===== src/rtl/keymap_readout.sv =====
module keymap_readout #(
  parameter int NKEYS = 24
) (
  input  logic             clk,
  input  logic             rst_n,
  input  logic             sel_n,
  input  logic             sclk,
  input  logic [NKEYS-1:0] key_map,
  input  logic             req_in,
  output logic             data_out,
  output logic             rel_pulse,
  output logic             rel_done
);
  localparam int HOLD = NKEYS + 2;
  localparam int IW   = $clog2(HOLD + 1);
  localparam int KW   = $clog2(NKEYS);

  logic [2:0] sel_s, clk_s;
  logic [IW-1:0] idx;
  logic [NKEYS-1:0] snap;
  logic sel, armed, done;

  always_ff @(posedge clk or negedge rst_n)
    if (!rst_n) begin
      sel_s <= 3'b111;
      clk_s <= 3'b000;
    end else begin
      sel_s <= {sel_s[1:0], sel_n};
      clk_s <= {clk_s[1:0], sclk};
    end

  wire sel_fall = sel_s[2] & ~sel_s[1];
  wire sel_rise = ~sel_s[2] & sel_s[1];
  wire sck_fall = clk_s[2] & ~clk_s[1];
  wire sck_rise = ~clk_s[2] & clk_s[1];

  always_ff @(posedge clk or negedge rst_n)
    if (!rst_n) begin
      sel <= 1'b0; armed <= 1'b0; done <= 1'b0;
      idx <= '0; snap <= '0;
      rel_pulse <= 1'b0; rel_done <= 1'b0;
    end else begin
      rel_pulse <= 1'b0;
      rel_done  <= 1'b0;
      if (sel_fall) begin
        sel   <= 1'b1;
        armed <= req_in;
        done  <= 1'b0;
        idx   <= '0;
        snap  <= key_map;
      end else if (sel_rise) begin
        sel       <= 1'b0;
        rel_pulse <= sel & armed;
        rel_done  <= sel & armed & done;
        armed     <= 1'b0;
      end else if (sel) begin
        if (sck_fall && idx < IW'(HOLD)) idx <= idx + 1'b1;
        if (sck_rise && idx >= IW'(NKEYS)) done <= 1'b1;
      end
    end

  wire [KW-1:0] pos = KW'(idx - 1'b1);
  wire in_keys = (idx >= IW'(1)) && (idx <= IW'(NKEYS));
  assign data_out = sel ? (in_keys & snap[pos]) : req_in;

  assert_pulse_single_R9: assert property (@(posedge clk) disable iff (!rst_n)
    rel_pulse |=> !rel_pulse);
  assert_done_with_pulse_R9: assert property (@(posedge clk) disable iff (!rst_n)
    rel_done |-> rel_pulse);
  assert_pulse_on_deselect_R6: assert property (@(posedge clk) disable iff (!rst_n)
    rel_pulse |-> ($past(sel) && !sel));
  assert_done_only_selected_R7: assert property (@(posedge clk) disable iff (!rst_n)
    $rose(done) |-> sel);
  assert_index_moves_on_fall_R4: assert property (@(posedge clk) disable iff (!rst_n)
    (sel && $past(sel) && !$past(sel_fall) && !$past(sck_fall)) |-> $stable(idx));
  assert_index_bounded_R4: assert property (@(posedge clk) disable iff (!rst_n)
    idx <= IW'(HOLD));
endmodule


===== config.mk =====
export PLATFORM = sky130hd
export DESIGN_NAME = keymap_readout
export DESIGN_NICKNAME = d
export VERILOG_FILES = /design/src/rtl/keymap_readout.sv
export SDC_FILE = /design/constraint.sdc
export NUM_CORES = 1
export LEC_CHECK = 0
export ABC_AREA = 1
export BUFFER_PORTS_ARGS = -buffer_cell sky130_fd_sc_hd__buf_2
export CAP_MARGIN = 5
export CORE_UTILIZATION = 37
export DETAILED_ROUTE_END_ITERATION = 8
export REMOVE_ABC_BUFFERS = 1
export SLEW_MARGIN = 5
export SYNTH_ARGS = -nofsm -noshare
export SYNTH_HDL_FRONTEND = slang
export SYNTH_SLANG_ARGS = --single-unit

===== constraint.sdc =====
create_clock -name clk -period 3.1 [get_ports clk]
set_input_delay 0.31 -clock clk [delete_from_list [all_inputs] [get_ports clk]]
set_output_delay 0.31 -clock clk [all_outputs]
set_load 0.02 [all_outputs]

==> results.tsv, run 1 <==
metric	value	unit
status	complete, no violations	
Synth cell types	27	
layout cell share with drive strength beyond 1	18.45	%
Crit-path slowest cell	dfrtp_1	
Fmax	356.9	MHz
post-route ant nets	0	
period utilization	90.38	%
Yosys top cell area share	47.25	%
Final HPWL DP	2612	um
die area	0.005591	mm^2
Skew-Pair Late Insertion Delay	0.28	ns
root buffer cell	clkbuf_8	
I/O pin total	32	
CTS tree	done	
largest net degree at the start of global routing	41	
Critical Path End Type	primary output	
final-report hold violation count	0	
RSZ-0062 raised after global routing	false	
CP arrival	2.49	ns
biggest area consumer among synthesized cells	dfrtp_1	
gr ovfl total	0	
Post-Syn Area per Cell	8.130	um^2
crit path max fanout	18	
maximum buffer depth of the clock tree	2	
Post-synth ARST share	100.0	%
Seq cells post-synth	40	
Critical Path RT	2.79	ns
Initial DRC Count	68	
sequential area share after synthesis	51.28	%
antenna diode count	0	
CP Launch Type	flip-flop	
clk slew on worst S/H paths	0.07	ns
Hold-fix buffers, CTS	0	
CTS HTree Levels	2	
vias in the first global route	1491	
Max Cap Viol	0	
Worst slew margin	40.87	%
drt via density	4.595	
initial antenna violation count	0	
first-pass GRT wire length	6568	um
post-cts resize count	0	
instance count of the mapped netlist	241	
via count	1567	
Final GP Congestion	0.9042	
Post-CTS Setup Bufs	0	
HP Class	input port to flip-flop	
post-route minimum period	2.802	ns
row count	26	
GRT Resource Usage Total	15.52	%
critical path class	flip-flop to primary output	
worst vdd ir	0.2667	mV
clk_skew	0.002303	ns
commonest cells in the netlist	nand2_1, dfrtp_1, nand3_1, inv_1, o21ai_0	
critical path, cell by cell	inv_2 -> ha_1 -> inv_1 -> nand3_1 -> nand2_1 -> nand2_1 -> nand3_2 -> a21oi_2 -> nand2_1 -> nand2_1 -> buf_2	
endpoints failing setup	0	
DR DRC count	0	
Pwr per Cell Area	686.9	mW/mm^2
Area contributors post-synth	dfrtp_1, nand2_1, nand3_1	
WL/cell	10.85	um
fin nets	305	
drt total wl	3699	um
hold path cells	1	
Leak	1.193	nW
worst slew pin tran	0.8869	ns
crit-path max cell delay	0.63	ns
hold slack	0.1169	ns
Register-to-Register Path Depth	8	
Buffers on Ports	31	
Mapped Area	0.001959	mm^2
max-slew violations	0	
Post-synth EDFFs	0	
core area	0.005107	mm^2
Top cell by count, worst path	nand2_1	
Finished Core Util	43.83	%
YS warnings	0	
clock sinks	40	
Fill cells	542	
count leader, synth	nand2_1	
Die H	74.77	um
Initial Util	38.36	%
setup_tns	0	ns
router iterations before antenna repair	4	
TritonCTS buffer count	5	
Die Span X	74.77	um
ys flop type	dfrtp_1	
Area Growth Syn to Fin	14.24	%
-- metal layers --
layer / GRT usage (%) / part of all wire, % / vias up
li1: - / - / 812
met1: 19.85 / 48 / 725
met2: 24.92 / 46 / 25
met3: 4.284 / 3.8 / 5
met4: 6.289 / 1.9 / 0
met5: 0 / 0 / -
-- layout make-up --
type	instances	area (um^2)	share of cell area, %
multi-input cells	172	822.0	36.72
repair buffers	32	162.7	7.267
well taps	70	87.58	3.913
inverters	19	71.32	3.186
flip-flops and latches	40	1005	44.89
clock buffers	8	90.09	4.025
-- final timing paths --
check | startpoint | endpoint | slack, ns
worst max-delay path | idx[0]$_DFFE_PN0P_ | data_out | 0.30
worst min-delay path | sel_n | sel_s[0]$_DFF_PN1_ | 0.12
worst max register to register | sel_s[1]$_DFF_PN1_ | idx[3]$_DFFE_PN0P_ | 1.30
worst min register to register | clk_s[0]$_DFF_PN0_ | clk_s[1]$_DFF_PN0_ | 0.36
max in group asynchronous | rst_n | snap[14]$_DFFE_PN0P_ | 2.41
min in group asynchronous | rst_n | idx[2]$_DFFE_PN0P_ | 0.14
-- through the flow --
step / instances / instance area [um^2] / worst slack [ns] / total power [mW]
2_1_floorplan: 231 / 1898 / 0.8817 / 1.070
3_3_place_gp: 333 / 2148 / 0.6941 / 1.193
3_5_place_dp: 333 / 2148 / 0.6020 / 1.201
4_1_cts: 341 / 2238 / 0.2809 / 1.555
5_1_grt: 341 / 2238 / 0.03178 / 1.676
6_report: 341 / 2238 / 0.2981 / 1.538
-- power breakdown --
part	internal, mW	leakage, nW	switching (mW)
clock	0.181	0.0455	0.168
combinational	0.203	0.651	0.323
sequential	0.587	0.496	0.0756
-- flip-flops by register name (all words and copies together) (netlist names) --
| name | flops |
|---|---|
| rel_done | 1 |
| armed | 1 |
| sel_s | 3 |
| clk_s | 3 |
| idx | 5 |
| sel | 1 |
| rel_pulse | 1 |
| done | 1 |
| snap | 24 |
-- placed cells by master, fill, tap and decap left out, types with 2 or more instances in the layout --
cell type  synthesis  routed
nand2_1          109     109
xor2_1             2       2
buf_2              1      31
clkbuf_8           0       6
clkbuf_1           5       2
dfstp_2            3       3
nand3_1           23      23
ha_1               6       6
nor2_1             5       5
a21oi_1            5       5
nand4_1            2       2
inv_1             17      17
o21ai_0            9       9
inv_2              2       2
dfrtp_1           37      37
-- critical path: cells and delay by family, from the launching register on --
| kind | cells | cell delay, ns |
|---|---|---|
| AOI/OAI and AO/OA | 1 | 0.11 |
| DFF | 1 | 0.63 |
| buffers and inverters | 3 | 0.55 |
| adders and majority gates | 1 | 0.48 |
| and+or+nand+nor | 6 | 0.44 |
-- logic make-up (layout without fill, tap and decap cells) --
| group | count (synthesis) | count (layout) | share of synthesized area (%) |
|---|---|---|---|
| XOR/XNOR | 3 | 3 | 1.341 |
| flip-flops | 40 | 40 | 51.28 |
| AND/OR/NAND/NOR | 146 | 146 | 31.29 |
| adder cells (fa/ha/maj) | 6 | 6 | 3.831 |
| buffers and inverters | 29 | 59 | 6.768 |
| AO/OA/AOI/OAI | 17 | 17 | 5.492 |
(Power assumes the default switching activity.)
==> inputs of run 2 (changes only) <==
- ABC_AREA: 1 -> unset
==> results.tsv, run 2 <==
metric	value	unit
status	complete, no violations	
most common library cell in the layout ignoring fill and taps	dfrtp_1	
worst vdd ir	0.2367	mV
Final Total Pwr	1.317	mW
clk_skew	0.01522	ns
endpoints failing setup	0	
critical path class	flip-flop to primary output	
row count	25	
clock sinks	40	
antenna diode count	0	
clk slew on worst S/H paths	0.08	ns
Post-synth EDFFs	0	
drt via density	4.911	
Buffers on Ports	31	
fin area	0.002151	mm^2
Pwr per Cell Area	612.3	mW/mm^2
I/O pin total	32	
fin nets	204	
gr ovfl total	0	
DR WL met2	1658	um
Post-Layout Cell Count	237	
sequential area share after synthesis	54.44	%
Worst path top cell family by delay	multiplexers	
Die Span X	72.63	um
Seq cells post-synth	40	
first-pass GRT wire length	5920	um
Final HPWL DP	2417	um
HP Class	input port to asynchronous set/reset pin	
crit-path max cell delay	0.46	ns
drt total wl	3291	um
Cells after DPL	229	
Area contributors post-synth	dfrtp_1, mux2_2, mux4_2	
Mapped Area	0.001846	mm^2
Yosys top cell area share	50.17	%
largest net degree at the start of global routing	41	
post-place setup slack	0.5988	ns
Area Growth Syn to Fin	16.54	%
Post-synth ARST share	100.0	%
CTS tree	done	
via count	1164	
instance count of the mapped netlist	135	
Finished Core Util	45.24	%
root buffer cell	clkbuf_8	
Buf/Inv on CP	2	
post-route ant nets	0	
DR DRC count	0	
Placed Area	0.002069	mm^2
Post-Syn Area per Cell	13.67	um^2
Skew-Pair Late Insertion Delay	0.29	ns
Synth cell types	32	
Fmax	357.2	MHz
max reg flops	24	
layout cell share with drive strength beyond 1	44.12	%
largest registers	snap: 24 flops, idx: 5 flops	
Top cell by count, worst path	mux4_2	
GRT Resource Usage Total	15.24	%
max-slew violations	0	
top sig layer	met4	
router iterations before antenna repair	6	
hold slack	0.1092	ns
Met3 Routed Length	123	um
RSZ-0062 raised after global routing	false	
CP Launch Type	flip-flop	
register name with the most flops	snap	
most frequent cells in the layout	dfrtp_1, buf_2, mux2_2	
critical path, cell by cell	inv_1 -> ha_1 -> mux4_2 -> mux4_2 -> a41o_1 -> buf_2	
Leak	0.9648	nW
commonest cells in the netlist	dfrtp_1, mux2_2, nand2_1, mux4_2	
final-report hold violation count	0	
Final GP Congestion	0.8838	
core area	0.004755	mm^2
CP arrival	2.49	ns
final setup margin	0.3008	ns
Max Cap Viol	0	
vias in the first global route	1263	
Initial DRC Count	50	
maximum buffer depth of the clock tree	2	
Critical Path End Type	primary output	
biggest area consumer among synthesized cells	dfrtp_1	
count leader, synth	dfrtp_1	
die area	0.005274	mm^2
post-cts resize count	0	
Die H	72.63	um
ys flop type	dfrtp_1	
Post-CTS Setup Bufs	0	
Worst slew margin	42.39	%
initial antenna violation count	0	
Initial Util	38.82	%
TritonCTS buffer count	5	
post-route minimum period	2.799	ns
worst slew pin tran	0.8642	ns
crit path max fanout	7	
met1 WL	1443	um
Critical Path RT	2.79	ns
WL/cell	13.89	um
period utilization	90.30	%
Crit-path slowest cell	ha_1	
setup_tns	0	ns
CTS HTree Levels	2	
Hold-fix buffers, CTS	0	
YS warnings	0	
[run 2: cell types whose count changed after synthesis, sizes merged, moves of 7 or more]
cell / change
inv: -13
mux2: +24
mux4: +7
nand2: -103
nand3: -22
[run 2: worst paths after layout]
check                                    from            endpoint  slack, ns  cells past startpoint
max                        idx[0]$_DFFE_PN0P_            data_out       0.30                      6
min                                     rst_n    done$_DFFE_PN0P_       0.11                      1
max reg2reg                sel_s[2]$_DFF_PN1_  idx[3]$_DFFE_PN0P_       1.18                      6
min reg2reg                clk_s[0]$_DFF_PN0_  clk_s[1]$_DFF_PN0_       0.35                      0
max in group asynchronous               rst_n  clk_s[1]$_DFF_PN0_       2.42                      1
min in group clk                        sel_n  sel_s[0]$_DFF_PN1_       0.12                      1
[run 2: logic make-up after synthesis]
logic type,after synthesis,share of synthesized area (%)
mux,33,24.27
simple gates,27,7.594
fa+ha+maj,6,4.068
flops,40,54.44
buf+inv,12,2.847
xor+xnor,5,2.373
compound gates,12,4.407
[run 2: worst reg2reg max path, delay by kind of cell (launching register included)]
kind	cells	cell delay, ns
flops	1	0.54
simple gates	2	0.50
compound gates	2	0.37
buf+inv	1	0.32
fa+ha+maj	1	0.13
[run 2: layer usage]
layer	vias to the layer above	track usage [%]
met5	-	0
met1	589	19.38
met3	6	4.282
met4	0	7.843
met2	24	23.88
li1	545	-
[run 2: cell type report]
type                            instances  area [um^2]
Clock buffer                            7        76.32
Clock inverter                          1        5.005
Fill cell                             474         2604
Inverter                                6        22.52
Multi-Input combinational cell         83        788.3
Sequential cell                        40         1005
Tap cell                               67        83.83
Timing Repair Buffer                   33        170.2
[run 2: power breakdown]
group | internal [mW] | switching [mW]
Sequential | 0.585 | 0.0468
Combinational | 0.202 | 0.151
Clock | 0.158 | 0.173
Total | 0.946 | 0.371
==> inputs of run 3 (changes only) <==
- CORE_ASPECT_RATIO: unset -> 2
- GPL_ROUTABILITY_DRIVEN: unset -> 0
==> results.tsv, run 3 (same netlist as run 2, synthesis figures left out) <==
metric	value	unit
Area Growth Syn to Fin	17.49	%
layout cell share with drive strength beyond 1	45.29	%
Worst slew margin	41.69	%
Final HPWL DP	2657	um
final setup margin	0.3194	ns
post-route minimum period	2.781	ns
CP arrival	2.47	ns
post-route ant nets	0	
setup_tns	0	ns
worst reg2reg setup slack	1.26	ns
Initial DRC Count	15	
gr ovfl total	0	
I/O pin total	32	
max-slew violations	0	
crit path max fanout	7	
period utilization	89.70	%
Register-to-Register Path Depth	6	
Critical R2R Capture	idx[3]$_DFFE_PN0P_	
fin nets	204	
DR DRC count	0	
GRT Resource Usage Total	15.71	%
Fmax	359.6	MHz
TritonCTS buffer count	5	
Hold-fix buffers, CTS	0	
antenna diode count	0	
Crit-path slowest cell	dfrtp_1	
Leak	0.9767	nW
final-report hold violation count	0	
vias in the first global route	1276	
Pwr per Cell Area	645.0	mW/mm^2
Max Cap Viol	0	
Die Span X	51.94	um
endpoints failing setup	0	
drt via density	5.145	
clock sinks	40	
CTS HTree Levels	2	
worst slew pin tran	0.8747	ns
clk_skew	0.007377	ns
status	complete, no violations	
largest registers	snap: 24 flops, idx: 5 flops	
Skew-Pair Late Insertion Delay	0.29	ns
initial antenna violation count	0	
first-pass GRT wire length	6009	um
Worst R2R Start	sel_s[2]$_DFF_PN1_	
Critical Path RT	2.79	ns
Placed Area	0.002057	mm^2
Top cell by count, worst path	mux4_2	
Post-CTS Setup Bufs	0	
hold_sp	sel_n	
row count	36	
via count	1168	
critical path, cell by cell	inv_1 -> ha_1 -> mux4_2 -> mux4_2 -> a41o_1 -> buf_2	
root buffer cell	clkbuf_8	
drt total wl	3402	um
max reg flops	24	
crit-path max cell delay	0.47	ns
Final Total Pwr	1.399	mW
worst vdd ir	0.3508	mV
maximum buffer depth of the clock tree	2	
CTS tree	done	
Die H	101.9	um
CP Launch Type	flip-flop	
register name with the most flops	snap	
Critical Path End Type	primary output	
critical path class	flip-flop to primary output	
Buffers on Ports	31	
router iterations before antenna repair	4	
HP Class	input port to flip-flop	
WL/cell	14.99	um
largest net degree at the start of global routing	41	
fin area	0.002168	mm^2
most frequent cells in the layout	dfrtp_1, buf_2, mux2_2	
hold path cells	1	
WHS Endpoint	sel_s[0]$_DFF_PN1_	
clk slew on worst S/H paths	0.08	ns
most common library cell in the layout ignoring fill and taps	dfrtp_1	
post-cts resize count	0	
Initial Util	38.29	%
core area	0.004820	mm^2
post-place setup slack	0.6203	ns
RSZ-0062 raised after global routing	false	
die area	0.005292	mm^2
## run 3: cell count changes in the layout (fill, tap and decap cells not counted)
cell        previous run  this run
bufinv_16              0         1
clkinvlp_4             0         1
clkbuf_1               2         0
## run 3: layer usage
layer  part of all wire [%]  track usage [%]
met4                    3.8            10.40
met3                    2.7            2.679
met1                     38            17.43
met5                      0                0
met2                     56            26.63
## run 3: stage by stage
| stage | cells | hold WS [ns] | utilization (%) |
|---|---|---|---|
| 6_report | 227 | 0.1121 | 44.99 |
| 5_1_grt | 227 | 0.1043 | 44.99 |
| 4_1_cts | 227 | 0.1028 | 44.99 |
| 3_5_place_dp | 219 | 0.3372 | 42.68 |
| 3_3_place_gp | 219 | 0.3372 | 42.68 |
| 2_1_floorplan | 129 | 0.01441 | - |
## run 3: power by group
group          internal (mW)  switching, mW
sequential             0.585         0.0504
clock                  0.238          0.179
combinational          0.202          0.144
## run 3: cell type report
class / instances / area (um^2)
Tap cell: 57 / 71.32
Inverter: 6 / 22.52
Clock inverter: 3 / 42.54
Multi-Input combinational cell: 83 / 788.3
Fill cell: 454 / 2651
Sequential cell: 40 / 1005
Timing Repair Buffer: 33 / 170.2
Clock buffer: 5 / 68.82
## run 3: how the worst max path moves through the flow
stage | from | depth (start not counted) | slack, ns | endpoint
3_5_place_dp | idx[1]$_DFFE_PN0P_ | 6 | 0.62 | data_out
6_report | idx[1]$_DFFE_PN0P_ | 6 | 0.32 | data_out
3_3_place_gp | idx[1]$_DFFE_PN0P_ | 6 | 0.68 | data_out
4_1_cts | idx[1]$_DFFE_PN0P_ | 6 | 0.29 | data_out
2_1_floorplan | idx[0]$_DFFE_PN0P_ | 5 | 0.60 | data_out
5_1_grt | idx[1]$_DFFE_PN0P_ | 6 | 0.15 | data_out
## run 3: critical path: cells and delay by family, from the launching register on
kind                     cells  cell delay, ns
buffers and inverters        2            0.25
multiplexers                 2            0.80
flip-flops                   1            0.47
adder cells (fa/ha/maj)      1            0.44
AO/OA/AOI/OAI                1            0.21
